==> src/rtl/tp_pkg.sv <==
package tp_pkg;
  // Two line levels that differ mark an event that has not been answered yet.
  function automatic logic level_differs(input logic a, input logic b);
    return a ^ b;
  endfunction
endpackage

==> src/rtl/tp_wire_delay.sv <==
module tp_wire_delay #(
  parameter int W      = 1,
  parameter int STAGES = 1
) (
  input  logic         clk,
  input  logic         rst_n,
  input  logic [W-1:0] din,
  output logic [W-1:0] dout
);
  generate
    if (STAGES == 0) begin : g_pass
      assign dout = din;
    end else begin : g_pipe
      logic [W-1:0] stage_q [STAGES];
      for (genvar i = 0; i < STAGES; i++) begin : g_stage
        always_ff @(posedge clk or negedge rst_n) begin
          if (!rst_n) stage_q[i] <= '0;
          else if (i == 0) stage_q[i] <= din;
          else stage_q[i] <= stage_q[(i > 0) ? i-1 : 0];
        end
      end
      assign dout = stage_q[STAGES-1];
    end
  endgenerate
endmodule

==> src/rtl/tp_sender.sv <==
module tp_sender
  import tp_pkg::*;
#(
  parameter int DATA_W = 16
) (
  input  logic              clk,
  input  logic              rst_n,
  input  logic              src_valid,
  output logic              src_ready,
  input  logic [DATA_W-1:0] src_data,
  input  logic              ack_in,
  output logic              req_out,
  output logic [DATA_W-1:0] data_out
);
  logic              req_q;
  logic              ack_seen_q;
  logic [DATA_W-1:0] data_q;
  logic              busy;
  logic              take;

  assign busy      = level_differs(req_q, ack_seen_q);
  assign src_ready = !busy;
  assign take      = src_valid && src_ready;

  always_ff @(posedge clk or negedge rst_n) begin
    if (!rst_n) begin
      req_q      <= 1'b0;
      ack_seen_q <= 1'b0;
      data_q     <= '0;
    end else begin
      ack_seen_q <= ack_in;
      if (take) begin
        data_q <= src_data;
        req_q  <= ~req_q;
      end
    end
  end

  assign req_out  = req_q;
  assign data_out = data_q;
endmodule

==> src/rtl/tp_receiver.sv <==
module tp_receiver
  import tp_pkg::*;
#(
  parameter int DATA_W = 16
) (
  input  logic              clk,
  input  logic              rst_n,
  input  logic              req_in,
  input  logic [DATA_W-1:0] data_in,
  output logic              ack_out,
  output logic              dst_valid,
  input  logic              dst_ready,
  output logic [DATA_W-1:0] dst_data
);
  logic              req_seen_q;
  logic              ack_q;
  logic [DATA_W-1:0] hold_q;
  logic              new_edge;
  logic              pending;

  assign new_edge  = level_differs(req_in, req_seen_q);
  assign pending   = level_differs(req_seen_q, ack_q);
  assign dst_valid = pending;
  assign dst_data  = hold_q;

  always_ff @(posedge clk or negedge rst_n) begin
    if (!rst_n) begin
      req_seen_q <= 1'b0;
      ack_q      <= 1'b0;
      hold_q     <= '0;
    end else begin
      req_seen_q <= req_in;
      if (new_edge) hold_q <= data_in;
      if (pending && dst_ready) ack_q <= ~ack_q;
    end
  end

  assign ack_out = ack_q;
endmodule

==> src/rtl/tp_link.sv <==
module tp_link #(
  parameter int DATA_W      = 16,
  parameter int WIRE_STAGES = 1
) (
  input  logic              clk,
  input  logic              rst_n,
  input  logic              src_valid,
  output logic              src_ready,
  input  logic [DATA_W-1:0] src_data,
  output logic              dst_valid,
  input  logic              dst_ready,
  output logic [DATA_W-1:0] dst_data,
  output logic              link_req,
  output logic              link_ack,
  output logic [DATA_W-1:0] link_data
);
  localparam int FWD_W = DATA_W + 1;

  logic              snd_req;
  logic [DATA_W-1:0] snd_data;
  logic              rcv_ack;
  logic [FWD_W-1:0]  fwd_far;

  tp_sender #(.DATA_W(DATA_W)) u_sender (
    .clk(clk), .rst_n(rst_n),
    .src_valid(src_valid), .src_ready(src_ready), .src_data(src_data),
    .ack_in(link_ack), .req_out(snd_req), .data_out(snd_data)
  );

  tp_wire_delay #(.W(FWD_W), .STAGES(WIRE_STAGES)) u_fwd (
    .clk(clk), .rst_n(rst_n), .din({snd_req, snd_data}), .dout(fwd_far)
  );

  assign link_req  = fwd_far[FWD_W-1];
  assign link_data = fwd_far[DATA_W-1:0];

  tp_receiver #(.DATA_W(DATA_W)) u_receiver (
    .clk(clk), .rst_n(rst_n),
    .req_in(link_req), .data_in(link_data), .ack_out(rcv_ack),
    .dst_valid(dst_valid), .dst_ready(dst_ready), .dst_data(dst_data)
  );

  tp_wire_delay #(.W(1), .STAGES(WIRE_STAGES)) u_bwd (
    .clk(clk), .rst_n(rst_n), .din(rcv_ack), .dout(link_ack)
  );
endmodule

==> config.mk <==
export PLATFORM = sky130hd
export DESIGN_NAME = tp_link
export DESIGN_NICKNAME = d
export VERILOG_FILES = /design/src/rtl/tp_pkg.sv /design/src/rtl/tp_wire_delay.sv /design/src/rtl/tp_sender.sv /design/src/rtl/tp_receiver.sv /design/src/rtl/tp_link.sv
export SDC_FILE = /design/constraint.sdc
export NUM_CORES = 1
export LEC_CHECK = 0
export BUFFER_PORTS_ARGS = -buffer_cell sky130_fd_sc_hd__buf_2
export CAP_MARGIN = 20
export CORE_ASPECT_RATIO = 1.1
export CORE_MARGIN = 2
export CORE_UTILIZATION = 49
export DETAILED_ROUTE_END_ITERATION = 7
export MAX_ROUTING_LAYER = met4
export PLACE_DENSITY_LB_ADDON = 0.2
export REMOVE_ABC_BUFFERS = 1
export SYNTH_ARGS = -nofsm -noshare
export SYNTH_HDL_FRONTEND = slang
export SYNTH_SLANG_ARGS = --single-unit
export TNS_END_PERCENT = 50
==> constraint.sdc <==
create_clock -name clk -period 1.9 [get_ports clk]
set_clock_uncertainty 0.1 [all_clocks]
set_input_delay 0.285 -clock clk [delete_from_list [all_inputs] [get_ports clk]]
set_output_delay 0.285 -clock clk [all_outputs]
set_load 0.02 [all_outputs]
### Word level (Yosys, flattened, before mapping)

Index checks and enable logic that the tools add are counted.

| word-level totals | value |
|---|---|
| register bits | 54 |
| input bits | 20 |
| output and inout port bits | 36 |
| logic and storage cells | 16 |

| cells by class | value |
|---|---|
| bitwise logic cells | 5 |
| reduce and logical (&&, ||, !) cells | 3 |

Operators with widths:

| cell | count |
|---|---|
| bitwise XOR 1 bit | 3 |
| logical AND 1 bit | 2 |
| NOT 1 bit | 2 |
| zero test 1 bit | 1 |

### Logic depth before layout (Yosys ltp)

| depth | value |
|---|---|
| depth after elaboration | 3 |
| depth in mapped cells | 4 |

### By module

Synthesis repeated with hierarchy kept, for this count alone.

| second synthesis, totals | value |
|---|---|
| cells, all modules | 95 |
| area total of the unflattened synthesis | 1849.3 um2 |

By module, submodules not included:

| module | times used | cells each | area each (um2) | seq. area each (um2) |
|---|---|---|---|---|
| tp_sender | 1 | 39 | 720.7 | 450.4 |
| tp_receiver | 1 | 38 | 678.2 | 450.4 |
| tp_wire_delay at u_fwd | 1 | 17 | 425.4 | 425.4 |
| tp_wire_delay at u_bwd | 1 | 1 | 25.0 | 25.0 |

### Worst setup path after synthesis

OpenSTA, ideal clock, no wires.

| timing | value |
|---|---|
| path type | reg-to-reg |
| from | register u_sender.req_q (netlist: u_sender.req_out) |
| to | register u_sender.data_q[10] (netlist: u_sender.data_out[10]) |
| library setup time | 125 ps |
| arrival time | 1495 ps |
| path slack | 180 ps |
| stages on the path, launching flop included | 5 |
| cell sequence | dfrtp_1 -> xnor2_1 -> nand2_2 -> buf_6 -> mux2_2 |

| between the ends | value |
|---|---|
| word-level cells in the longest chain between the ends | 3 |

RTL lines:

| item | line | RTL |
|---|---|---|
| start: declaration | tp_sender.sv:15 | `logic req_q;` |
| start signal: assignment | tp_sender.sv:34 | `req_q <= ~req_q;` |
| bitwise XOR 1 bit | tp_pkg.sv:4 | `return a ^ b;` |
| zero test 1 bit | tp_sender.sv:22 | `assign src_ready = !busy;` |
| via src_ready | tp_link.sv:8 | `output logic src_ready,` |
| logical AND 1 bit | tp_sender.sv:23 | `assign take = src_valid && src_ready;` |
| end signal: assignment | tp_sender.sv:33 | `data_q <= src_data;` |
| end: declaration | tp_sender.sv:17 | `logic [DATA_W-1:0] data_q;` |

The timed path passes the listed nets, and every way through them passes these cells.
A chain may end at the register's enable or synchronous reset.

### Final worst setup path

| timing | value |
|---|---|
| from | register u_sender.req_q (netlist: u_sender.req_out) |
| to | output src_ready |

| between the ends | value |
|---|---|
| word-level cells in the longest chain between the ends | 2 |

RTL lines:

| item | line |
|---|---|
| bitwise XOR 1 bit | tp_pkg.sv:4 |
| zero test 1 bit | tp_sender.sv:22 |
| end: declaration | tp_link.sv:8 |

Every way passes these cells.

==> flow_summary.toml <==
[synthesis]
syn-cell-area_um2 = 1794
yosysSeqAreaShare = 0.7531
ys_warn_count = 0
synth-seq-cells = 54
syn_inst = 95
yosysTopAreaCell = "dfrtp_1"
syn_avg_cell_area_um2 = 18.89
synth_top_area_frac = 0.7531
ys_types = 9
yosys-top-cells-area = "dfrtp_1 (75%), mux2_2 (21%), buf_6 (1.3%), xor2_2 (0.91%), xnor2_1 (0.49%)"

[floorplan]
die_area_um2 = 4162
placementRows = 23
ios = 56
start_util = 0.5028
dieHeight_um = 67.47
die_x_um = 61.70
fp.coreArea_um2 = 3568

[cells_and_area]
antenna_cells = 0
layout_common_cells = "buf_2 (55), dfrtp_1 (54), mux2_2 (33)"
final_common_cell = "buf_2"
stdcell_count = 209
area_delta_synth_final_pct = 24.97
final_nets = 178
final_util = 0.6283
drive_gt1_frac = 0.6289
fillers = 299

[timing]
slew_headroom = 0.6466
setup-tns-final_ns = 0
rsz0062_at_grt = "false"
post-route-period-util = 0.8306
finalMaxSlewViolations = 0
setup_viol = 0
setup_ws_ns = 0.3219
fmax_ghz = 0.6337
whs_ns = 0.09191
finalCriticalPeriod_ns = 1.578
hold_viol = 0
tightest_slew_ns = 0.5300

[clocking]
post-cts-setup-buffers = 0
numClockSinks = 54
clockBufferDepth = 2
root_buffer = "clkbuf_8"
cts_tree = "built"
path_clk_slew_ns = 0.08
clk_latency_ns = 0.30
htree_levels = 2
cts_buffers = 5
cts_resized = 0
cts_hold_buf = 1

[place]
gp_congestion = 0.6570
dp.cells = 200
port_buffers = 55
dp_slack_ns = 0.3617
dp.final_hpwl_um = 2051

[setup_path]
rr_worst_depth = 3
required_ns = 1.51
critPathKind = "reg2out"
cp-endpoint = "src_ready"
crit_cells = 2
arrival_ns = 1.19
critPathLaunchType = "flip-flop"
crit_start = "u_sender.req_out"
r2r_slack_ns = 0.36
cp-end-kind = "primary output"
r2r_start = "u_sender.req_out"
crit_slowest_cell = "dfrtp_1"
cp_max_fo = 3
reg2reg_to = "u_sender.data_out[5]"
path_cells = "xnor2_1 > buf_2"
critPathBufInv = 1
critPathMaxStageDelay_ns = 0.41
crit_family = "flip-flops"

[detailed_routing]
wl_per_cell_um = 13.38
vias = 975
drt_wl_total_um = 2796
drtIter0Drc = 13
viasPerCell = 4.665
dr.pass1.iters = 4
antenna_left = 0
drc = 0

[grt]
grt_overflow = 0
grt_pass1_wl_um = 4485
grt_start_max_net_pins = 32
grt_usage = 0.1619
antenna_found_initial = 0
grt_pass1_vias = 974

[outcome]
status = "finished clean"

[power]
seq_power_share = 0.477
power.net_switching_mw = 1.451
p_int_mw = 2.663
clkPwrFrac = 0.155
swShare = 0.3527
ir_drop_mv = 0.7757
power_density_nw_per_um2 = 1835
power_frac_comb = 0.368
p_leak_nw = 1.060

[hold_path]
whs_path_depth = 2
min_path_type = "in2reg"

[job]
cap_viol_max_count = 0
[layer usage]
layer  wire [µm]  track usage  up-vias
met3         185      0.06130        7
met1        1102       0.1922      485
met4          55      0.07181        0
li1            -            -      451
met2        1453       0.2447       32
met5           0            -        -
[sequential cells by signal, summed over array words and instances, names as in the netlist]
register,flops
u_bwd.dout,1
u_sender.data_out,16
u_receiver.dst_data,16
u_receiver.ack_out,1
u_receiver.req_seen_q,1
u_fwd.dout,17
u_sender.ack_seen_q,1
u_sender.req_out,1
[worst reg2reg max path: cells and delay by family, from the launching register on]
kind	cells	cell delay [ns]
xor+xnor	1	0.27
flops	1	0.41
mux	1	0.36
simple gates	1	0.30
[synth_stat cells]
cell      n
nor2_1    1
xor2_2    1
dfrtp_1  54
nand2_2   1
xor2_1    1
buf_6     2
a21oi_1   1
xnor2_1   1
mux2_2   33
[cell type report]
| cell class | instances | area [µm²] | share of cell area |
|---|---|---|---|
| Multi-Input combinational cell | 39 | 420.4 | 0.1875 |
| Tap cell | 50 | 62.56 | 0.02790 |
| Timing Repair Buffer | 58 | 312.8 | 0.1395 |
| Clock inverter | 2 | 12.51 | 0.005580 |
| Clock buffer | 6 | 82.58 | 0.03683 |
| Sequential cell | 54 | 1351 | 0.6027 |
[cells by family (layout without fill, tap and decap cells)]
logic type	Yosys count	after routing	share of synthesized area
flip-flops	54	54	0.7531
multiplexers	33	33	0.2071
XOR/XNOR	3	3	0.01883
AND/OR/NAND/NOR	2	2	0.005579
buffers and inverters	2	66	0.01255
AO/OA/AOI/OAI	1	1	0.002787
[metrics by stage]
stage               area [µm²]  total power, mW
global route              2242            4.374
finish                    2242            4.114
detailed placement        2137            3.529
CTS                       2242            4.168
global placement          2137            3.452
floorplan                 1772            2.953
[how the worst min path moves through the flow]
stage                     startpoint                      to  slack, ns
after floorplan                rst_n              u_bwd.dout      -0.11
after global placement         rst_n  u_receiver.dst_data[8]       0.18
after detailed placement       rst_n  u_receiver.dst_data[8]       0.20
after CTS                  src_valid        u_sender.req_out       0.08
after global routing       src_valid        u_sender.req_out       0.09
final                      src_valid        u_sender.req_out       0.09
[power by group through the flow]
stage | sequential [mW] | clock [mW] | combinational, mW
final | 1.96 | 0.639 | 1.51
after global routing | 2.04 | 0.699 | 1.64
after CTS | 1.97 | 0.657 | 1.54
after detailed placement | 1.99 | 0 | 1.53
after global placement | 1.95 | 0 | 1.50
after floorplan | 2.41 | 0 | 0.540
Note: power is estimated with default switching activity, not from simulation.
